### config.mk
export PLATFORM = sky130hd
export DESIGN_NAME = mdio_mgmt_ctrl
export DESIGN_NICKNAME = d
export VERILOG_FILES = /design/src/rtl/mdio_mgmt_pkg.sv /design/src/rtl/mdio_mdc_timer.sv /design/src/rtl/mdio_frame_engine.sv /design/src/rtl/mdio_reg_bank.sv /design/src/rtl/mdio_mgmt_ctrl.sv
export SDC_FILE = /design/constraint.sdc
export NUM_CORES = 1
export LEC_CHECK = 0
export BUFFER_PORTS_ARGS = -buffer_cell sky130_fd_sc_hd__buf_2
export CORE_MARGIN = 2
export CORE_UTILIZATION = 45
export CTS_CLUSTER_SIZE = 10
export DETAILED_ROUTE_END_ITERATION = 8
export SLEW_MARGIN = 20
export SYNTH_ARGS = -nofsm -noshare
export SYNTH_HDL_FRONTEND = slang
export SYNTH_SLANG_ARGS = --single-unit
export TNS_END_PERCENT = 50
### constraint.sdc
create_clock -name clk -period 4.5 [get_ports clk]
set_clock_uncertainty 0.2 [all_clocks]
set_input_delay 0.9 -clock clk [delete_from_list [all_inputs] [get_ports clk]]
set_output_delay 0.9 -clock clk [all_outputs]
set_load 0.01 [all_outputs]
### src/rtl/mdio_mgmt_pkg.sv
package mdio_mgmt_pkg;
  localparam int PRE_BITS  = 32;
  localparam int HDR_BITS  = 14;
  localparam int TURN_BITS = 2;
  localparam int DATA_BITS = 16;
  localparam int FRM_BITS  = HDR_BITS + TURN_BITS + DATA_BITS;
  localparam int TOT_BITS  = PRE_BITS + FRM_BITS;
  localparam int IDX_W     = $clog2(TOT_BITS);

  typedef enum logic [1:0] {K_ADDR, K_WRITE, K_READ} fr_kind_e;

  function automatic logic [1:0] op_code(fr_kind_e kind, logic c45);
    case (kind)
      K_ADDR:  return 2'b00;
      K_WRITE: return 2'b01;
      default: return c45 ? 2'b11 : 2'b10;
    endcase
  endfunction

  // Post-preamble frame word, transmitted MSB first.
  function automatic logic [FRM_BITS-1:0] build_frame(logic c45, fr_kind_e kind,
      logic [4:0] port, logic [4:0] dev, logic [DATA_BITS-1:0] payload);
    logic [1:0] st;
    logic [1:0] ta;
    st = c45 ? 2'b00 : 2'b01;
    ta = (kind == K_READ) ? 2'b11 : 2'b10;
    return {st, op_code(kind, c45), port, dev, ta,
            (kind == K_READ) ? {DATA_BITS{1'b1}} : payload};
  endfunction

  // Line value for slot idx: preamble ones, then the frame word.
  function automatic logic slot_bit(logic [FRM_BITS-1:0] frm, logic [IDX_W-1:0] idx);
    logic [IDX_W-1:0] rel;
    rel = idx - IDX_W'(PRE_BITS);
    if (idx < IDX_W'(PRE_BITS)) return 1'b1;
    return frm[IDX_W'(FRM_BITS - 1) - rel];
  endfunction
endpackage

### src/rtl/mdio_mdc_timer.sv
module mdio_mdc_timer #(
  parameter int DIV_W = 8
) (
  input  logic             clk,
  input  logic             rst_n,
  input  logic             run,
  input  logic [DIV_W-1:0] div,
  output logic             tick
);
  localparam int CNT_W = DIV_W + 2;

  // Phase length in system clocks: twice the field, zero treated as one.
  function automatic logic [CNT_W-1:0] half_len(logic [DIV_W-1:0] d);
    return (d == '0) ? CNT_W'(2) : CNT_W'({d, 1'b0});
  endfunction

  logic [CNT_W-1:0] cnt;

  assign tick = run && (cnt == half_len(div) - CNT_W'(1));

  always_ff @(posedge clk or negedge rst_n) begin
    if (!rst_n)       cnt <= '0;
    else if (!run)    cnt <= '0;
    else if (tick)    cnt <= '0;
    else              cnt <= cnt + CNT_W'(1);
  end


  tick_gap_chk: assert property (@(posedge clk) disable iff (!rst_n)
    tick |=> !tick);
endmodule

### src/rtl/mdio_frame_engine.sv
module mdio_frame_engine
  import mdio_mgmt_pkg::*;
(
  input  logic                 clk,
  input  logic                 rst_n,
  input  logic                 start,
  input  fr_kind_e             kind,
  input  logic                 c45,
  input  logic                 no_pre,
  input  logic [4:0]           port,
  input  logic [4:0]           dev,
  input  logic [DATA_BITS-1:0] payload,
  input  logic                 tick,
  input  logic                 mdio_i,
  output logic                 busy,
  output logic                 mdc,
  output logic                 mdio_o,
  output logic                 mdio_oe,
  output logic                 rd_done,
  output logic [DATA_BITS-1:0] rx_data,
  output logic                 rd_err
);
  localparam logic [IDX_W-1:0] REL_IDX  = IDX_W'(PRE_BITS + HDR_BITS);
  localparam logic [IDX_W-1:0] TA2_IDX  = IDX_W'(PRE_BITS + HDR_BITS + 1);
  localparam logic [IDX_W-1:0] DAT_IDX  = IDX_W'(PRE_BITS + HDR_BITS + TURN_BITS);
  localparam logic [IDX_W-1:0] LAST_IDX = IDX_W'(TOT_BITS - 1);

  logic [IDX_W-1:0]    idx;
  logic [FRM_BITS-1:0] frm;
  fr_kind_e            kind_q;

  wire rise_ev  = busy && tick && !mdc;
  wire fall_ev  = busy && tick && mdc;
  wire last_bit = (idx == LAST_IDX);
  wire released = (kind_q == K_READ) && (idx >= REL_IDX);

  assign mdio_o  = busy && slot_bit(frm, idx);
  assign mdio_oe = busy && !released;
  assign rd_done = fall_ev && last_bit && (kind_q == K_READ);

  always_ff @(posedge clk or negedge rst_n) begin
    if (!rst_n) begin
      busy    <= 1'b0;
      mdc     <= 1'b0;
      idx     <= '0;
      frm     <= '0;
      kind_q  <= K_WRITE;
      rx_data <= '0;
      rd_err  <= 1'b0;
    end else if (start && !busy) begin
      busy   <= 1'b1;
      mdc    <= 1'b0;
      idx    <= no_pre ? IDX_W'(PRE_BITS) : '0;
      frm    <= build_frame(c45, kind, port, dev, payload);
      kind_q <= kind;
      rd_err <= 1'b0;
    end else if (rise_ev) begin
      mdc <= 1'b1;
      if (kind_q == K_READ) begin
        if (idx == TA2_IDX)  rd_err  <= mdio_i;
        if (idx >= DAT_IDX)  rx_data <= {rx_data[DATA_BITS-2:0], mdio_i};
      end
    end else if (fall_ev) begin
      mdc <= 1'b0;
      if (last_bit) busy <= 1'b0;
      else          idx  <= idx + IDX_W'(1);
    end
  end


  line_on_fall_chk: assert property (@(posedge clk) disable iff (!rst_n)
    (busy && $past(busy) && !($stable(mdio_o) && $stable(mdio_oe))) |-> ($past(mdc) && !mdc));

  idle_mdc_low_chk: assert property (@(posedge clk) disable iff (!rst_n)
    !busy |-> !mdc);

  end_on_fall_chk: assert property (@(posedge clk) disable iff (!rst_n)
    $fell(busy) |-> $past(mdc));

  err_in_read_chk: assert property (@(posedge clk) disable iff (!rst_n)
    $rose(rd_err) |-> ($past(busy) && kind_q == K_READ && mdc));
endmodule

### src/rtl/mdio_reg_bank.sv
module mdio_reg_bank
  import mdio_mgmt_pkg::*;
#(
  parameter int ADDR_W    = 4,
  parameter int BASE_WORD = 12,
  parameter int DIV_W     = 8
) (
  input  logic                 clk,
  input  logic                 rst_n,
  input  logic [ADDR_W-1:0]    bus_addr,
  input  logic                 bus_wr,
  input  logic [31:0]          bus_wdata,
  output logic [31:0]          bus_rdata,
  input  logic                 busy,
  input  logic                 rd_err,
  input  logic                 rd_done,
  input  logic [DATA_BITS-1:0] rx_data,
  output logic                 start,
  output fr_kind_e             kind,
  output logic                 c45,
  output logic                 no_pre,
  output logic [4:0]           port,
  output logic [4:0]           dev,
  output logic [DATA_BITS-1:0] payload,
  output logic [DIV_W-1:0]     div
);
  localparam logic [ADDR_W-1:0] CFG_W  = ADDR_W'(BASE_WORD);
  localparam logic [ADDR_W-1:0] CTL_W  = ADDR_W'(BASE_WORD + 1);
  localparam logic [ADDR_W-1:0] DAT_W  = ADDR_W'(BASE_WORD + 2);
  localparam logic [ADDR_W-1:0] ADR_W  = ADDR_W'(BASE_WORD + 3);
  localparam logic [15:0]       CTL_MASK = 16'h87FF;

  logic [15:0]          ctl_q;
  logic [DATA_BITS-1:0] data_q, addr_q;

  wire wr_ok   = bus_wr && !busy;
  wire sel_cfg = (bus_addr == CFG_W);
  wire sel_ctl = (bus_addr == CTL_W);
  wire sel_dat = (bus_addr == DAT_W);
  wire sel_adr = (bus_addr == ADR_W);

  assign start   = wr_ok && (sel_dat || (sel_adr && c45) || (sel_ctl && bus_wdata[15]));
  assign kind    = sel_dat ? K_WRITE : (sel_adr ? K_ADDR : K_READ);
  assign port    = sel_ctl ? bus_wdata[9:5] : ctl_q[9:5];
  assign dev     = sel_ctl ? bus_wdata[4:0] : ctl_q[4:0];
  assign no_pre  = sel_ctl ? bus_wdata[10]  : ctl_q[10];
  assign payload = bus_wdata[DATA_BITS-1:0];

  always_ff @(posedge clk or negedge rst_n) begin
    if (!rst_n) begin
      c45    <= 1'b0;
      div    <= '0;
      ctl_q  <= '0;
      data_q <= '0;
      addr_q <= '0;
    end else begin
      if (wr_ok && sel_cfg) begin
        c45 <= bus_wdata[6];
        div <= bus_wdata[8 +: DIV_W];
      end
      if (wr_ok && sel_ctl) ctl_q  <= bus_wdata[15:0] & CTL_MASK;
      if (wr_ok && sel_adr) addr_q <= bus_wdata[DATA_BITS-1:0];
      if (wr_ok && sel_dat) data_q <= bus_wdata[DATA_BITS-1:0];
      else if (rd_done)     data_q <= rx_data;
    end
  end

  always_comb begin
    bus_rdata = '0;
    if (sel_cfg) begin
      bus_rdata[0]          = busy;
      bus_rdata[1]          = rd_err;
      bus_rdata[6]          = c45;
      bus_rdata[8 +: DIV_W] = div;
    end else if (sel_ctl) begin
      bus_rdata[15:0] = ctl_q;
    end else if (sel_dat) begin
      bus_rdata[31]            = busy;
      bus_rdata[DATA_BITS-1:0] = data_q;
    end else if (sel_adr) begin
      bus_rdata[DATA_BITS-1:0] = addr_q;
    end
  end


  busy_write_drop_chk: assert property (@(posedge clk) disable iff (!rst_n)
    (bus_wr && busy) |=> ($stable(ctl_q) && $stable(addr_q) && $stable(c45) && $stable(div)));

  no_start_busy_chk: assert property (@(posedge clk) disable iff (!rst_n)
    busy |=> $stable(ctl_q));
endmodule

### src/rtl/mdio_mgmt_ctrl.sv
module mdio_mgmt_ctrl
  import mdio_mgmt_pkg::*;
#(
  parameter int ADDR_W    = 4,
  parameter int BASE_WORD = 12,
  parameter int DIV_W     = 8
) (
  input  logic              clk,
  input  logic              rst_n,
  input  logic [ADDR_W-1:0] bus_addr,
  input  logic              bus_wr,
  input  logic [31:0]       bus_wdata,
  output logic [31:0]       bus_rdata,
  output logic              mdc,
  output logic              mdio_o,
  output logic              mdio_oe,
  input  logic              mdio_i,
  output logic              xfer_busy
);
  logic                 start, c45, no_pre, tick, rd_done, rd_err;
  fr_kind_e             kind;
  logic [4:0]           port, dev;
  logic [DATA_BITS-1:0] payload, rx_data;
  logic [DIV_W-1:0]     div;

  mdio_reg_bank #(.ADDR_W(ADDR_W), .BASE_WORD(BASE_WORD), .DIV_W(DIV_W)) regs_i (
    .clk(clk), .rst_n(rst_n), .bus_addr(bus_addr), .bus_wr(bus_wr),
    .bus_wdata(bus_wdata), .bus_rdata(bus_rdata), .busy(xfer_busy),
    .rd_err(rd_err), .rd_done(rd_done), .rx_data(rx_data), .start(start),
    .kind(kind), .c45(c45), .no_pre(no_pre), .port(port), .dev(dev),
    .payload(payload), .div(div));

  mdio_mdc_timer #(.DIV_W(DIV_W)) timer_i (
    .clk(clk), .rst_n(rst_n), .run(xfer_busy), .div(div), .tick(tick));

  mdio_frame_engine engine_i (
    .clk(clk), .rst_n(rst_n), .start(start), .kind(kind), .c45(c45),
    .no_pre(no_pre), .port(port), .dev(dev), .payload(payload), .tick(tick),
    .mdio_i(mdio_i), .busy(xfer_busy), .mdc(mdc), .mdio_o(mdio_o),
    .mdio_oe(mdio_oe), .rd_done(rd_done), .rx_data(rx_data), .rd_err(rd_err));


  busy_pin_chk: assert property (@(posedge clk) disable iff (!rst_n)
    $rose(xfer_busy) |-> $past(bus_wr));
endmodule

Yosys cells after proc, flatten, opt, wreduce, memory -nomap -nowiden. Index checks and enable logic that the tools add are counted.

Register bits: 122. Output and inout port bits: 36.

Add/subtract/negate cells: 5. Magnitude comparators: 4. Equality and inequality tests: 12. Muxes and demuxes: 47. Bitwise operators: 1. Reduce and logical (&&, ||, !) cells: 36.

Operators by type and width (number): $mux 16 (6); $mux 6 (5); $mux 1 (24); $mux 10 (2); $logic_and 1x1->1 (18); $eq 4x4->1 const B (4); $eq 6x6->1 const B (2); $ge 6x6->1 const B (2); $lt 6x6->1 const B (2); $reduce_bool 2->1 (6); $add 10x1->10 const B (1); $eq 10x10->1 (1); $mux 5 (2); $sub 10x1->10 const B (1); $mux 9 (1); $reduce_and 3->1 (3); $logic_not 8->1 (1); $mux 8 (1); $add 6x1->6 const B (1); $mux 2 (3); $sub 5x6->6 const A (1); $sub 6x6->6 const B (1); $bmux 1 s5 (1); $eq 2x2->1 const B (2); other kinds (10) (14).

Longest topological paths before layout.
Depth in word-level cells: 11. Mapped depth: 12. Gate-level depth less buffers: 9.

Cells and area by module. A second synthesis with hierarchy kept.

Cells, all modules: 558. Area total of the unflattened synthesis: 6540.0 um^2.

Modules (own cells, without submodules): mdio_reg_bank (instances 1, cells each 241, area each 3129.3 um^2, seq. area each 1326.3 um^2); mdio_frame_engine (instances 1, cells each 226, area each 2605.0 um^2, seq. area each 1452.6 um^2); mdio_mdc_timer (instances 1, cells each 91, area each 805.8 um^2, seq. area each 250.2 um^2).

Worst setup path after synthesis. Ideal clock, no wire load.

Path kind: reg2out. From: register engine_i.idx[0]. To: output port mdio_o. Arrival time: 2.075 ns. Setup slack: 1.325 ns. Cell stages (with the launch flop): 8. Path through: dfrtp_1 -> clkbuf_1 -> buf_2 -> mux4_2 -> mux2_2 -> a21oi_1 -> o211ai_1 -> and2_1.

Longest elaborated chain between the ends: 6. Elaborated cells between the ends (all ways): 8.

Ends and longest elaborated chain: start, declared (RTL line mdio_frame_engine.sv:28) `logic [IDX_W-1:0] idx;`; start signal, assigned (RTL line mdio_frame_engine.sv:53) `idx <= no_pre ? IDX_W'(PRE_BITS) : '0;`; start signal, assigned (RTL line mdio_frame_engine.sv:66) `else idx <= idx + IDX_W'(1);`; $sub 6x6->6 (RTL line mdio_mgmt_pkg.sv:34) `rel = idx - IDX_W'(PRE_BITS);`; $sub 5x6->6 (RTL line mdio_mgmt_pkg.sv:36) `return frm[IDX_W'(FRM_BITS - 1) - rel];`; $bmux 1 s5 (RTL line mdio_mgmt_pkg.sv:36); $mux 1 (implied by the code) (RTL line mdio_mgmt_pkg.sv:36); $mux 1 * (RTL line mdio_mgmt_pkg.sv:36); $logic_and 1x1->1 * (RTL line mdio_frame_engine.sv:37) `assign mdio_o = busy && slot_bit(frm, idx);`; end, declared (RTL line mdio_mgmt_ctrl.sv:15) `output logic mdio_o,`.

Every way passes the cells marked *; elsewhere a longest branch is shown, timed or not. The select of a mux whose other input is x is not followed.

Worst setup path in the final report. Ends and elaborated chain as after synthesis.

==> reports/qor.csv <==
stage,metric,value,unit
status,status,"complete, no violations",
routing,via_per_inst,5.72,
global_routing,grt_max_degree,76,
place,place_area,6620,µm²
sta,worst_pin_slew,940,ps
place,gp_congestion,0.810,
layout,nets,684,
logic_synthesis,synth_top_area_share,46.8,%
layout,n_antenna_cell,0,
pwr,p_int,2570,µW
pwr,p_leak,0.00332,µW
layout,syn2layout_area_growth,14.3,%
critical_path,critPathCapture,mdio_o,
logic_synthesis,syn_area_per_cell,10.3,µm²
global_routing,gr-usage-all-layers,21.3,%
critical_path,path_max_fanout,13,
routing,wl_per_cell,17.8,µm
pwr,switching_share,29.5,%
critical_path,critPathTopFamily,multiplexers,
pwr,switchingPower,1080,µW
layout,drive_gt1_share,22.2,%
logic_synthesis,synth_async_sr_flop_share,100,%
critical_path,worstPathCellList,mux4_2 > mux4_2 > nand2_1 > o211ai_1 > and2_1 > buf_2,
sta,finalMaxSlewViolations,0,
clocking,cts_tree,yes,
logic_synthesis,ys.flop_type,dfrtp_1,
critical_path,cp_slowest_cell,dfrtp_1,
pwr,powerDensity,506,nW/µm²
critical_path,crit_path_frequent_cell,mux4_2,
clocking,cts.sinks,119,
clocking,worstSkewPairLatency,420,ps
sta,post-route-period-util,85.1,%
logic_synthesis,netlist_instances,612,
critical_path,r2r_slack,1020,ps
sta,setup_tns,0,ps
clocking,clk_pin_slew,50,ps
pwr,p_seq_share,41.9,%
critical_path,critPathMaxStageDelay,750,ps
routing,vias,4773,
sta,finalSetupViolCount,0,
logic_synthesis,synthTopCellsByArea,"dfrtp_1 47%, mux2_2 6.6%, nand2_1 5.7%, mux2i_1 4.8%, mux2_1 3.0%",
pwr,vdd_drop_max,0.000296,V
die,fp.dieW,122,µm
sta,max_freq,261,MHz
sta,fin_hold_ws,262,ps
routing,drtIter0Drc,298,
critical_path,worstSetupEndpointType,output pin,
min_path,worstHoldPathType,reg -> reg,
routing,dr.pass1.iters,5,
logic_synthesis,synth_top_area_cell,dfrtp_1,
flow_run,maxCapViolCount,0,
layout,design_area,7220,µm²
clocking,cts-resized-gates,0,
logic_synthesis,synth.distinct_cells,61,
global_routing,antenna_found_initial,0,
global_routing,grt_pass1_vias,4627,
sta,hold_viol,0,
critical_path,startpoint,engine_i.idx[0],
clocking,cts-buffers-inserted,17,
logic_synthesis,yosys_register_bits,119,
layout,stdcell_count,834,
critical_path,reg2reg_depth,10,
pwr,comb_power_share,20.6,%
global_routing,gr-total-overflow,0,
place,port_buffers,44,
place,dpl.cell_count,802,
pwr,p_clk_share,37.6,%
logic_synthesis,syn_area,6320,µm²
die,die-area,15000,µm²
critical_path,required,3400,ps
place,dpl.hpwl,10.5,mm
critical_path,critPathKind,reg -> out,
critical_path,cp.arrival,2730,ps
clocking,cts_hold_buffers,0,
logic_synthesis,synth-seq-area-share,47.2,%
logic_synthesis,synth_edf_count,0,
sta,fin_crit,3830,ps
die,io-pin-count,76,
die,rows,43,
routing,drc,0,
clocking,postCtsSetupBuffers,0,
die,start_util,45.9,%
sta,slew_headroom,37.4,%
critical_path,r2r_start,regs_i.div[2],
logic_synthesis,ys_warn_count,0,
die,die-height,122,µm
sta,rsz0062_at_grt,false,
routing,ant_nets,0,
routing,routed_wl,14.9,mm
die,core_area,13800,µm²
critical_path,regToRegEndpoint,regs_i.data_q[2],
clocking,cts-root-buf,clkbuf_16,
critical_path,crit_path_start_kind,register,
clocking,clk_path_buf_depth,2,
layout,utilization,52.4,%
clocking,htree_num_levels,4,
critical_path,cp_num_buf_inv,1,
critical_path,cp.depth,6,
global_routing,grt_pass1_wl,24.4,mm
## power groups by stage
stage	logic (µW)	clock network, µW	registers, µW
floorplan	630	0	1430
global placement	730	0	1530
detailed placement	754	0	1540
CTS	757	1400	1530
global route	841	1450	1570
finish	751	1370	1530
## Yosys cell counts, drive strengths merged (6+ instances only)
cell type	number
mux2i	30
mux2	54
buf	32
nor2	22
nand4	20
nand3	26
o22ai	7
nand2	96
a21oi	13
o311ai	16
dfrtp	118
o21ai	37
clkbuf	29
or4	7
inv	7
nand2b	6
mux4	8
xnor2	8
xor2	7
nor3	9
## state kept, by name, summed over array words and instances (netlist names)
name	count
engine_i.frm	29
engine_i.rx_data	16
regs_i.addr_q	16
regs_i.data_q	16
regs_i.ctl_q	12
timer_i.cnt	10
regs_i.div	8
engine_i.idx	6
engine_i.kind_q	2
engine_i.busy	1
engine_i.mdc	1
engine_i.rd_err	1
regs_i.c45	1
## metal layers
layer  track usage, %  share of wire, %
met5                0                 0
met4             7.69               1.6
met3             4.83               3.7
met2             32.9                48
met1             29.6                47
## worst min path at each step
stage	start	to	slack (ps)	cells past startpoint
floorplan	engine_i.frm[17]	engine_i.frm[17]	230	1
global placement	engine_i.frm[6]	engine_i.frm[6]	250	2
detailed placement	engine_i.frm[0]	engine_i.frm[0]	250	2
CTS	engine_i.kind_q[0]	engine_i.kind_q[0]	270	2
global route	engine_i.frm[9]	engine_i.frm[9]	280	2
finish	engine_i.frm[10]	engine_i.frm[10]	260	2
## worst register-to-register path: stages, from the launching register on
cell,delay [ps]
dfrtp_1,500
nor4_1,370
a21oi_1,180
ha_1,290
xor2_1,170
or3_1,310
nand3_1,110
nand4_1,410
buf_4,390
o311ai_1,330
nand3_1,100
## per-stage QoR
stage,worst slack (ps),total power (µW)
3_5_place_dp,1060,2300
5_1_grt,443,3850
2_1_floorplan,1330,2060
6_report,670,3650
3_3_place_gp,1070,2260
4_1_cts,610,3680
## cell families (layout without fill, tap and decap cells)
logic type,Yosys count,in the layout,share of synthesized area [%]
adder cells (fa/ha/maj),3,3,0.594
flip-flops,119,119,47.2
buffers and inverters,68,96,5.23
other,1,15,0.0594
AO/OA/AOI/OAI,103,103,11.4
AND/OR/NAND/NOR,211,211,16.3
XOR/XNOR,15,15,2.08
multiplexers,92,92,17.2
## cells in the final DEF (no fill, tap or decap), types with 3 or more instances in the layout
master / instances
a21oi_1: 13
a221oi_1: 5
a22o_1: 5
and3_1: 4
buf_2: 43
buf_4: 14
bufinv_16: 3
clkbuf_1: 3
clkbuf_16: 17
clkbuf_8: 3
clkinv_2: 5
conb_1: 15
dfrtp_1: 118
ha_1: 3
inv_1: 7
mux2_1: 17
mux2_2: 37
mux2i_1: 30
mux4_2: 8
nand2_1: 96
nand2b_1: 6
nand3_1: 25
nand4_1: 20
nor2_1: 21
nor3_1: 9
nor4_1: 4
o21ai_0: 35
o22ai_1: 7
o311ai_1: 16
o31ai_1: 4
or2_2: 3
or4_1: 6
xnor2_1: 8
xor2_1: 7
## layout make-up
class,instances,area [µm²]
fill,1263,6550
clock buffer,23,478
tap,180,225
sequential,119,2980
clock inverter,9,123
multi-input combinational,439,3070
timing repair buffer,57,320
inverter,7,26.3
Power figures use the tool's default switching activity.
